[config.mk]
export PLATFORM = sky130hd
export DESIGN_NAME = snoop_msi_ctrl
export DESIGN_NICKNAME = d
export VERILOG_FILES = /design/src/rtl/msi_pkg.sv /design/src/rtl/msi_tag_store.sv /design/src/rtl/msi_snoop_unit.sv /design/src/rtl/msi_req_fsm.sv /design/src/rtl/snoop_msi_ctrl.sv
export SDC_FILE = /design/constraint.sdc
export NUM_CORES = 1
export LEC_CHECK = 0
export ABC_AREA = 1
export BUFFER_PORTS_ARGS = -buffer_cell sky130_fd_sc_hd__buf_2
export CAP_MARGIN = 5
export CORE_MARGIN = 10
export CORE_UTILIZATION = 60
export DETAILED_ROUTE_END_ITERATION = 8
export PLACE_DENSITY = 0.9
export SLEW_MARGIN = 0
export SYNTH_ARGS = -nofsm -noshare
export SYNTH_HDL_FRONTEND = slang
export SYNTH_HIERARCHICAL = 1
export SYNTH_SLANG_ARGS = --single-unit
[constraint.sdc]
create_clock -name clk -period 4.17 [get_ports clk]
set_input_delay 0.834 -clock clk [delete_from_list [all_inputs] [get_ports clk]]
set_output_delay 0.834 -clock clk [all_outputs]
set_load 0.1 [all_outputs]
[src/rtl/msi_pkg.sv]
package msi_pkg;

    typedef enum logic [1:0] {
        ST_INV = 2'd0,
        ST_SHR = 2'd1,
        ST_EXC = 2'd2
    } line_st_e;

    typedef enum logic [1:0] {
        BOP_NONE   = 2'd0,
        BOP_RDMISS = 2'd1,
        BOP_WRMISS = 2'd2,
        BOP_WBACK  = 2'd3
    } bus_op_e;

    typedef struct packed {
        logic     upd;
        line_st_e nst;
        logic     flush;
    } snp_act_t;

    // Reaction of a valid, tag-matching line to another cache's transaction.
    function automatic snp_act_t snoop_action(bus_op_e op, line_st_e cur);
        snp_act_t a;
        a.upd   = 1'b0;
        a.nst   = cur;
        a.flush = 1'b0;
        case (op)
            BOP_RDMISS: if (cur == ST_EXC) begin
                a.upd   = 1'b1;
                a.nst   = ST_SHR;
                a.flush = 1'b1;
            end
            BOP_WRMISS: begin
                a.upd   = 1'b1;
                a.nst   = ST_INV;
                a.flush = (cur == ST_EXC);
            end
            default: ;
        endcase
        return a;
    endfunction

endpackage

[src/rtl/msi_tag_store.sv]
module msi_tag_store
    import msi_pkg::*;
#(
    parameter int SETS  = 8,
    parameter int IDX_W = 3,
    parameter int TAG_W = 13
) (
    input  logic             clk,
    input  logic             rst,
    input  logic             bus_gnt,
    input  logic [IDX_W-1:0] rd_idx_a,
    output logic [TAG_W-1:0] tag_a,
    output line_st_e         st_a,
    input  logic [IDX_W-1:0] rd_idx_b,
    output logic [TAG_W-1:0] tag_b,
    output line_st_e         st_b,
    input  logic             commit_en,
    input  logic [IDX_W-1:0] commit_idx,
    input  logic [TAG_W-1:0] commit_tag,
    input  line_st_e         commit_st,
    input  logic             snp_en,
    input  logic [IDX_W-1:0] snp_idx,
    input  line_st_e         snp_st
);

    logic [TAG_W-1:0] tag_q [SETS];
    line_st_e         st_q  [SETS];

    for (genvar i = 0; i < SETS; i++) begin : g_line
        always_ff @(posedge clk) begin
            if (rst) begin
                tag_q[i] <= '0;
                st_q[i]  <= ST_INV;
            end else if (commit_en && commit_idx == IDX_W'(i)) begin
                tag_q[i] <= commit_tag;
                st_q[i]  <= commit_st;
            end else if (snp_en && snp_idx == IDX_W'(i)) begin
                st_q[i]  <= snp_st;
            end
        end
    end

    assign tag_a = tag_q[rd_idx_a];
    assign st_a  = st_q[rd_idx_a];
    assign tag_b = tag_q[rd_idx_b];
    assign st_b  = st_q[rd_idx_b];

    // A CPU miss may only update the array while the bus is granted.
    assert_commit_granted_R1: assert property (@(posedge clk) disable iff (rst)
        commit_en |-> bus_gnt);

endmodule

[src/rtl/msi_snoop_unit.sv]
module msi_snoop_unit
    import msi_pkg::*;
#(
    parameter int ADDR_W = 16,
    parameter int IDX_W  = 3,
    parameter int TAG_W  = 13
) (
    input  logic              clk,
    input  logic              rst,
    input  logic              snp_valid,
    input  bus_op_e           snp_op,
    input  logic [ADDR_W-1:0] snp_addr,
    input  logic [TAG_W-1:0]  line_tag,
    input  line_st_e          line_st,
    output logic [IDX_W-1:0]  look_idx,
    output logic              upd_en,
    output line_st_e          upd_st,
    output logic              flush
);

    logic     match;
    snp_act_t act;
    logic     flush_q;

    assign look_idx = snp_addr[IDX_W-1:0];
    assign match    = snp_valid && (line_st != ST_INV) &&
                      (line_tag == snp_addr[ADDR_W-1:IDX_W]);
    assign act      = snoop_action(snp_op, line_st);
    assign upd_en   = match && act.upd;
    assign upd_st   = act.nst;

    always_ff @(posedge clk) begin
        if (rst) flush_q <= 1'b0;
        else     flush_q <= match && act.flush;
    end

    assign flush = flush_q;

    // A supply strobe always follows an observed bus transaction.
    assert_flush_has_cause_R7: assert property (@(posedge clk) disable iff (rst)
        flush_q |-> $past(snp_valid));

endmodule

[src/rtl/msi_req_fsm.sv]
module msi_req_fsm
    import msi_pkg::*;
#(
    parameter int ADDR_W = 16,
    parameter int IDX_W  = 3,
    parameter int TAG_W  = 13
) (
    input  logic              clk,
    input  logic              rst,
    input  logic              cpu_req,
    input  logic              cpu_wr,
    input  logic [ADDR_W-1:0] cpu_addr,
    output logic              cpu_ready,
    output logic              cpu_done,
    output logic [IDX_W-1:0]  req_idx,
    input  logic [TAG_W-1:0]  line_tag,
    input  line_st_e          line_st,
    input  logic              bus_gnt,
    input  logic              snp_valid,
    input  bus_op_e           snp_op,
    input  logic [ADDR_W-1:0] snp_addr,
    output logic              bus_req,
    output logic              cmd_valid,
    output bus_op_e           cmd_op,
    output logic [ADDR_W-1:0] cmd_addr,
    output logic              commit_en,
    output logic [TAG_W-1:0]  commit_tag,
    output line_st_e          commit_st
);

    typedef enum logic [2:0] {S_IDLE, S_LOOK, S_ARB, S_WB, S_MISS} fsm_e;

    fsm_e              state_q, state_d;
    logic              wr_q;
    logic [ADDR_W-1:0] addr_q;
    logic              done_q;
    logic              tag_hit, hit, conflict, need_wb;
    logic [TAG_W-1:0]  req_tag;

    assign req_idx  = addr_q[IDX_W-1:0];
    assign req_tag  = addr_q[ADDR_W-1:IDX_W];
    assign tag_hit  = (line_tag == req_tag) && (line_st != ST_INV);
    assign hit      = tag_hit && (wr_q ? (line_st == ST_EXC) : 1'b1);
    assign need_wb  = (line_st == ST_EXC) && !tag_hit;
    assign conflict = snp_valid && (snp_addr == addr_q) &&
                      (snp_op == BOP_RDMISS || snp_op == BOP_WRMISS);

    always_comb begin
        state_d = state_q;
        case (state_q)
            S_IDLE: if (cpu_req) state_d = S_LOOK;
            S_LOOK: if (!conflict) state_d = hit ? S_IDLE : S_ARB;
            S_ARB: begin
                if (conflict)     state_d = S_LOOK;
                else if (bus_gnt) state_d = need_wb ? S_WB : S_MISS;
            end
            S_WB:   state_d = S_MISS;
            S_MISS: state_d = S_IDLE;
            default: state_d = S_IDLE;
        endcase
    end

    always_ff @(posedge clk) begin
        if (rst) begin
            state_q <= S_IDLE;
            wr_q    <= 1'b0;
            addr_q  <= '0;
            done_q  <= 1'b0;
        end else begin
            state_q <= state_d;
            done_q  <= (state_q == S_MISS) ||
                       (state_q == S_LOOK && !conflict && hit);
            if (state_q == S_IDLE && cpu_req) begin
                wr_q   <= cpu_wr;
                addr_q <= cpu_addr;
            end
        end
    end

    assign cpu_ready  = (state_q == S_IDLE);
    assign cpu_done   = done_q;
    assign bus_req    = (state_q == S_ARB) || (state_q == S_WB) || (state_q == S_MISS);
    assign cmd_valid  = (state_q == S_WB) || (state_q == S_MISS);
    assign cmd_op     = (state_q == S_WB)   ? BOP_WBACK :
                        (state_q == S_MISS) ? (wr_q ? BOP_WRMISS : BOP_RDMISS) :
                        BOP_NONE;
    assign cmd_addr   = (state_q == S_WB) ? {line_tag, req_idx} : addr_q;
    assign commit_en  = (state_q == S_MISS);
    assign commit_tag = req_tag;
    assign commit_st  = wr_q ? ST_EXC : ST_SHR;

    assert_cmd_granted_R1: assert property (@(posedge clk) disable iff (rst)
        cmd_valid |-> bus_gnt);

    assert_wback_then_miss_R9: assert property (@(posedge clk) disable iff (rst)
        (cmd_valid && cmd_op == BOP_WBACK) |=> (cmd_valid && cmd_op != BOP_WBACK));

    assert_restart_drops_req_R3: assert property (@(posedge clk) disable iff (rst)
        (state_q == S_ARB && conflict) |=> !bus_req);

    assert_done_single_R2: assert property (@(posedge clk) disable iff (rst)
        cpu_done |=> !cpu_done);

endmodule

[src/rtl/snoop_msi_ctrl.sv]
module snoop_msi_ctrl
    import msi_pkg::*;
#(
    parameter int ADDR_W = 16,
    parameter int SETS   = 8
) (
    input  logic              clk,
    input  logic              rst,
    input  logic              cpu_req,
    input  logic              cpu_wr,
    input  logic [ADDR_W-1:0] cpu_addr,
    output logic              cpu_ready,
    output logic              cpu_done,
    output logic              bus_req,
    input  logic              bus_gnt,
    output logic              bus_cmd_valid,
    output logic [1:0]        bus_cmd_op,
    output logic [ADDR_W-1:0] bus_cmd_addr,
    input  logic              snp_valid,
    input  logic [1:0]        snp_op,
    input  logic [ADDR_W-1:0] snp_addr,
    output logic              snp_flush
);

    localparam int IDX_W = (SETS > 1) ? $clog2(SETS) : 1;
    localparam int TAG_W = ADDR_W - IDX_W;

    bus_op_e          snp_op_e, cmd_op_e;
    logic [IDX_W-1:0] idx_a, idx_b, commit_idx;
    logic [TAG_W-1:0] tag_a, tag_b, commit_tag;
    line_st_e         st_a, st_b, commit_st, snp_st;
    logic             commit_en, snp_en;

    assign snp_op_e   = bus_op_e'(snp_op);
    assign bus_cmd_op = cmd_op_e;
    assign commit_idx = idx_a;

    msi_tag_store #(.SETS(SETS), .IDX_W(IDX_W), .TAG_W(TAG_W)) u_store (
        .clk        (clk),
        .rst        (rst),
        .bus_gnt    (bus_gnt),
        .rd_idx_a   (idx_a),
        .tag_a      (tag_a),
        .st_a       (st_a),
        .rd_idx_b   (idx_b),
        .tag_b      (tag_b),
        .st_b       (st_b),
        .commit_en  (commit_en),
        .commit_idx (commit_idx),
        .commit_tag (commit_tag),
        .commit_st  (commit_st),
        .snp_en     (snp_en),
        .snp_idx    (idx_b),
        .snp_st     (snp_st)
    );

    msi_snoop_unit #(.ADDR_W(ADDR_W), .IDX_W(IDX_W), .TAG_W(TAG_W)) u_snoop (
        .clk       (clk),
        .rst       (rst),
        .snp_valid (snp_valid),
        .snp_op    (snp_op_e),
        .snp_addr  (snp_addr),
        .line_tag  (tag_b),
        .line_st   (st_b),
        .look_idx  (idx_b),
        .upd_en    (snp_en),
        .upd_st    (snp_st),
        .flush     (snp_flush)
    );

    msi_req_fsm #(.ADDR_W(ADDR_W), .IDX_W(IDX_W), .TAG_W(TAG_W)) u_fsm (
        .clk        (clk),
        .rst        (rst),
        .cpu_req    (cpu_req),
        .cpu_wr     (cpu_wr),
        .cpu_addr   (cpu_addr),
        .cpu_ready  (cpu_ready),
        .cpu_done   (cpu_done),
        .req_idx    (idx_a),
        .line_tag   (tag_a),
        .line_st    (st_a),
        .bus_gnt    (bus_gnt),
        .snp_valid  (snp_valid),
        .snp_op     (snp_op_e),
        .snp_addr   (snp_addr),
        .bus_req    (bus_req),
        .cmd_valid  (bus_cmd_valid),
        .cmd_op     (cmd_op_e),
        .cmd_addr   (bus_cmd_addr),
        .commit_en  (commit_en),
        .commit_tag (commit_tag),
        .commit_st  (commit_st)
    );

endmodule

---- Yosys cells after proc, flatten, opt, wreduce, memory -nomap -nowiden ----
Memories as Yosys holds them, arrays and structs flattened. A register that Yosys moved wholly into a read port is not among the register bits.
Cells that the tools add are included.
word-level totals
  RAM bits ................................ 120
  register bits after elaboration ......... 22
  input port bits ......................... 40
  word-level logic and storage cells ...... 200
  memories ................................ 2
  output and inout port bits .............. 23
cells by class
  equal/unequal tests ..................... 28
  bitwise gates (word level) .............. 24
  mux-type cells .......................... 100
  reduce and logical (&&, ||, !) cells .... 41
memories
  memory         words  width  rd ports  clocked after Yosys merged registers in  wr ports  line                 source
  u_store.tag_q  8      13     2         1                                        8         msi_tag_store.sv:26  logic [TAG_W-1:0] tag_q [SETS];
  u_store.st_q   8      2      2         1                                        8         msi_tag_store.sv:27  line_st_e st_q [SETS];
operator list
  kind                                                                      count
  13-bit two-way mux                                                        8
  1-bit two-way mux                                                         59
  2-bit two-way mux                                                         20
  1-bit logical AND                                                         28
  3-bit == test (second input constant)                                     9
  3-bit two-way mux                                                         9
  13-bit == test                                                            2
  1-bit OR                                                                  24
  3-bit by 2-bit == test with 1-bit output (second input constant)          6
  16-bit == test                                                            1
  16-bit two-way mux                                                        1
  3-bit one-hot mux with 4 select lines                                     1
  3-bit by 1-bit == test with 1-bit output (second input constant)          3
  3-bit zero test                                                           3
  4-bit one-hot mux with 2 select lines                                     1
  2-bit == test (second input constant)                                     3
  1-bit logical OR                                                          5
  4-bit two-way mux                                                         1
  2-bit inequality test (second input constant)                             2
  2-bit nonzero test                                                        2
  3-bit by 2-bit inequality test with 1-bit output (second input constant)  1
  3-bit AND reduction                                                       1
  2-bit by 1-bit == test with 1-bit output (second input constant)          1
  1-bit zero test                                                           2

---- Logic depth before layout (Yosys ltp) ----
An unclocked memory read counts as a cell.
  depth in word-level cells ............... 11
  gate-level depth with buffers ........... 22
  depth with buffers taken out ............ 19

---- Hierarchy ----
The synthesis kept the hierarchy.
by module, submodules not included
  module          sequential area each (sq um)  times used  cells each  area an instance (sq um)
  msi_tag_store   3603.5                        1           1061        7469.7
  msi_req_fsm     420.4                         1           311         1724.2
  msi_snoop_unit  20.0                          1           90          410.4

---- Worst setup path after synthesis ----
No wires, ideal clock.
  kind .................................... reg-to-output
  start ................................... reg, netlist name u_fsm/addr_q[2]
  end ..................................... out bus_cmd_addr[10]
  buffers on the path ..................... 3
  data required time ...................... 3.336 ns
  cell stages (with the launch flop) ...... 8
  arrival ................................. 4.085 ns
  path slack .............................. -0.749 ns
  cell sequence ........................... dfxtp_1 -> buf_4 -> clkbuf_1 -> clkbuf_1 -> nand2_1 -> nand2_1 -> inv_1 -> o21ai_0
RTL lines
  what              line                  source
  end: declaration  snoop_msi_ctrl.sv:18  output logic [ADDR_W-1:0] bus_cmd_addr,

==> metrics.md <==
| Metric | Value |
|---|---|
| Status | `finished, final reports clean` |
| Synth top area share | `0.375` |
| Die height | `147 µm` |
| Critical path's top delay family | `buffers and inverters` |
| Hold Fails Final Rpt | `0` |
| FF+latch count, synth | `142` |
| Final Net Count | `1524` |
| Worst Path Max Fanout | `21` |
| Async SR Flop Fraction | `0` |
| 1st-iter DRT viols | `1686` |
| DR vias | `9668` |
| CP Buf/Inv Count | `4` |
| Total CTS buffers | `17` |
| Most frequent cell after synthesis | `nand2_1` |
| CTS tree | `done` |
| Core Box Area | `15800 µm²` |
| Leakage | `0.00532 µW` |
| Slew Limit Fails | `0` |
| Residual DRC | `0` |
| Layout area overhead | `9.21%` |
| Port bufs | `62` |
| Placer Congestion | `0.993` |
| DRT Wirelength | `29100 µm` |
| Slew at the pin closest to its max-slew limit | `1.36 ns` |
| Layout Skew | `0.0102 ns` |
| Synth top cells by count | `nand2_1, inv_1, nor2_1, nand3_1, edfxtp_1` |
| Layout cells sized above 1 | `0.109` |
| Fmax | `0.287 GHz` |
| Crit path max-delay cell type | `buf_2` |
| Rel. slew slack | `0.0850` |
| Drt wl/cell | `17.0 µm` |
| Most common cell on crit path | `nand2_1` |
| Vias in the first global route | `9006` |
| Yosys Warn Count | `6` |
| Cts hold-fix bufs | `0` |
| Final ANT Viol Nets | `0` |
| H-tree depth | `4` |
| Syn nets | `1504` |
| Setup bufs post-CTS | `0` |
| Post-synth EDFFs | `120` |
| PD cells | `436 nW/µm²` |
| Mapped cell area | `9600 µm²` |
| Filler cells | `1349` |
| Period Utilization, post-route | `0.835` |
| Worst min path class | `flip-flop to flip-flop` |
| Post-synthesis sequential area ratio | `0.421` |
| Largest net degree at the start of global routing | `66` |
| Main area contributors after synthesis | `edfxtp_1, nand2_1, inv_1` |
| Area of the multi-input gates | `4250 µm²` |
| Cell variety after synth | `32` |
| Pre-CTS WS | `0.834 ns` |
| Final WS setup | `0.686 ns` |
| Hpwl dp | `19800 µm` |
| CP peak stage delay | `0.47 ns` |
| Max_cap viols | `0` |
| Clk root buf | `clkbuf_16` |
| Arrival @ worst endpoint | `2.65 ns` |
| Crit path time final | `3.48 ns` |
| Gr ovfl total | `0` |
| Clock sinks | `142` |
| DR vias/cell | `5.65` |
| Global-route wire length before repair | `46200 µm` |
| Setup violators final | `0` |
| Initial antenna violation count | `0` |
| Standard-cell row count | `46` |
| Unrepaired setup endpoints after global routing | `no` |
| Crit path cell chain | `inv_1 > buf_4 > nand3_1 > nand2_1 > nand2_1 > nand2_1 > inv_1 > o21ai_1 > buf_2` |
| Synth Area per Inst | `6.57 µm²` |
| WS Path Type | `flip-flop to primary output` |
| All-Layer GR Usage | `0.266` |
| Yosys top cell by area | `edfxtp_1` |
| Register Area | `4050 µm²` |
| Worst skew pair latency | `0.43 ns` |
| Top FF cell, synth | `edfxtp_1` |
| Initial Util | `0.609` |
| Die area | `21500 µm²` |
| Drt pass-1 iters | `6` |
| Critical Path End Type | `primary output` |
| Post-cts resize count | `0` |
| # diodes | `0` |
| Clock Tree Buf Depth | `2` |
| I/O Pins | `63` |
| Peak supply drop | `0.284 mV` |
| Overall Power | `4580 µW` |
| Worst hold margin | `0.544 ns` |
| Clk slew on worst S/H paths | `0.06 ns` |
| Setup total negative slack | `0 ns` |
| Gate count after technology mapping | `1462` |
| Required @ worst endpoint | `3.34 ns` |
| Setup crit start kind | `flip-flop` |
| Die W | `147 µm` |
[state kept, by name, indices dropped and copies added, names as in the netlist]
name            count
u_store/st_q       16
u_fsm/cpu_done      1
u_fsm/addr_q       16
u_fsm/state_q       3
u_store/tag_q     104
u_snoop/flush       1
u_fsm/wr_q          1
[final timing paths]
kind / endpoint / startpoint / cells after the start / slack (ns)
setup / recovery: bus_cmd_addr[12] / u_fsm/addr_q[1] / 9 / 0.69
hold / removal: u_fsm/addr_q[7] / u_fsm/addr_q[7] / 2 / 0.54
setup reg to reg: u_fsm/state_q[0] / u_fsm/addr_q[0] / 20 / 1.27
hold reg to reg: u_fsm/addr_q[7] / u_fsm/addr_q[7] / 2 / 0.54
[layer usage]
layer | track usage | vias to the layer above | part of all wire
li1 | - | 4518 | -
met1 | 0.331 | 4255 | 0.38
met2 | 0.417 | 763 | 0.44
met3 | 0.0742 | 132 | 0.14
met4 | 0.129 | 0 | 0.045
met5 | 0 | - | 0
[layout by cell type, fill, tap and decap left out, types with 14 or more instances in the layout]
cell type    n
inv_2       28
nand3_1    134
nand4_1     14
inv_1      217
o21ai_0     15
clkbuf_16   17
edfxtp_1   120
a211oi_1    16
o21ai_1     16
dfxtp_1     21
buf_2       62
nand2_1    582
nor2_1     175
[per-stage QoR]
step / util / instances / instance area, µm²
floorplan: - / 1462 / 9600
global route: 0.665 / 1711 / 10500
global placement: 0.629 / 1679 / 9920
finish: 0.665 / 1711 / 10500
CTS: 0.665 / 1711 / 10500
detailed placement: 0.629 / 1679 / 9920
[power breakdown]
part           internal, µW  switching, µW  leakage, µW
combinational           331           1110      0.00363
sequential             1610           62.4      0.00142
clock                   831            636     0.000270
total                  2770           1800      0.00532
[cell type report]
cell class                 count  area share
clock inverter                14      0.0129
multi-input combinational   1002       0.405
timing repair buffer          74      0.0418
sequential                   142       0.386
tap                          216      0.0258
inverter                     245      0.0877
clock buffer                  18      0.0409
[cells by family after synthesis]
kind of cell	count (synthesis)	share of synthesized area
DFF	142	0.421
and+or+nand+nor	939	0.400
buffers and inverters	318	0.136
adders and majority gates	2	0.00261
AOI/OAI and AO/OA	55	0.0343
xor gates and xnor gates	6	0.00547
[worst reg2reg max path, cell delays in order, from the launching register on]
cell,delay (ns)
dfxtp_2,0.32
inv_2,0.73
buf_4,0.39
nand2_1,0.08
nand3_1,0.09
nand2_1,0.12
nand2_1,0.09
nand2_1,0.07
inv_1,0.06
nand2_1,0.08
nand2_1,0.07
nor2_1,0.05
nand2_1,0.06
nor2_1,0.04
nand2_1,0.12
nand2_1,0.09
nand2_1,0.08
nand2_1,0.05
nand2_1,0.06
nand2_1,0.06
a21oi_2,0.13
(Power assumes the default switching activity.)
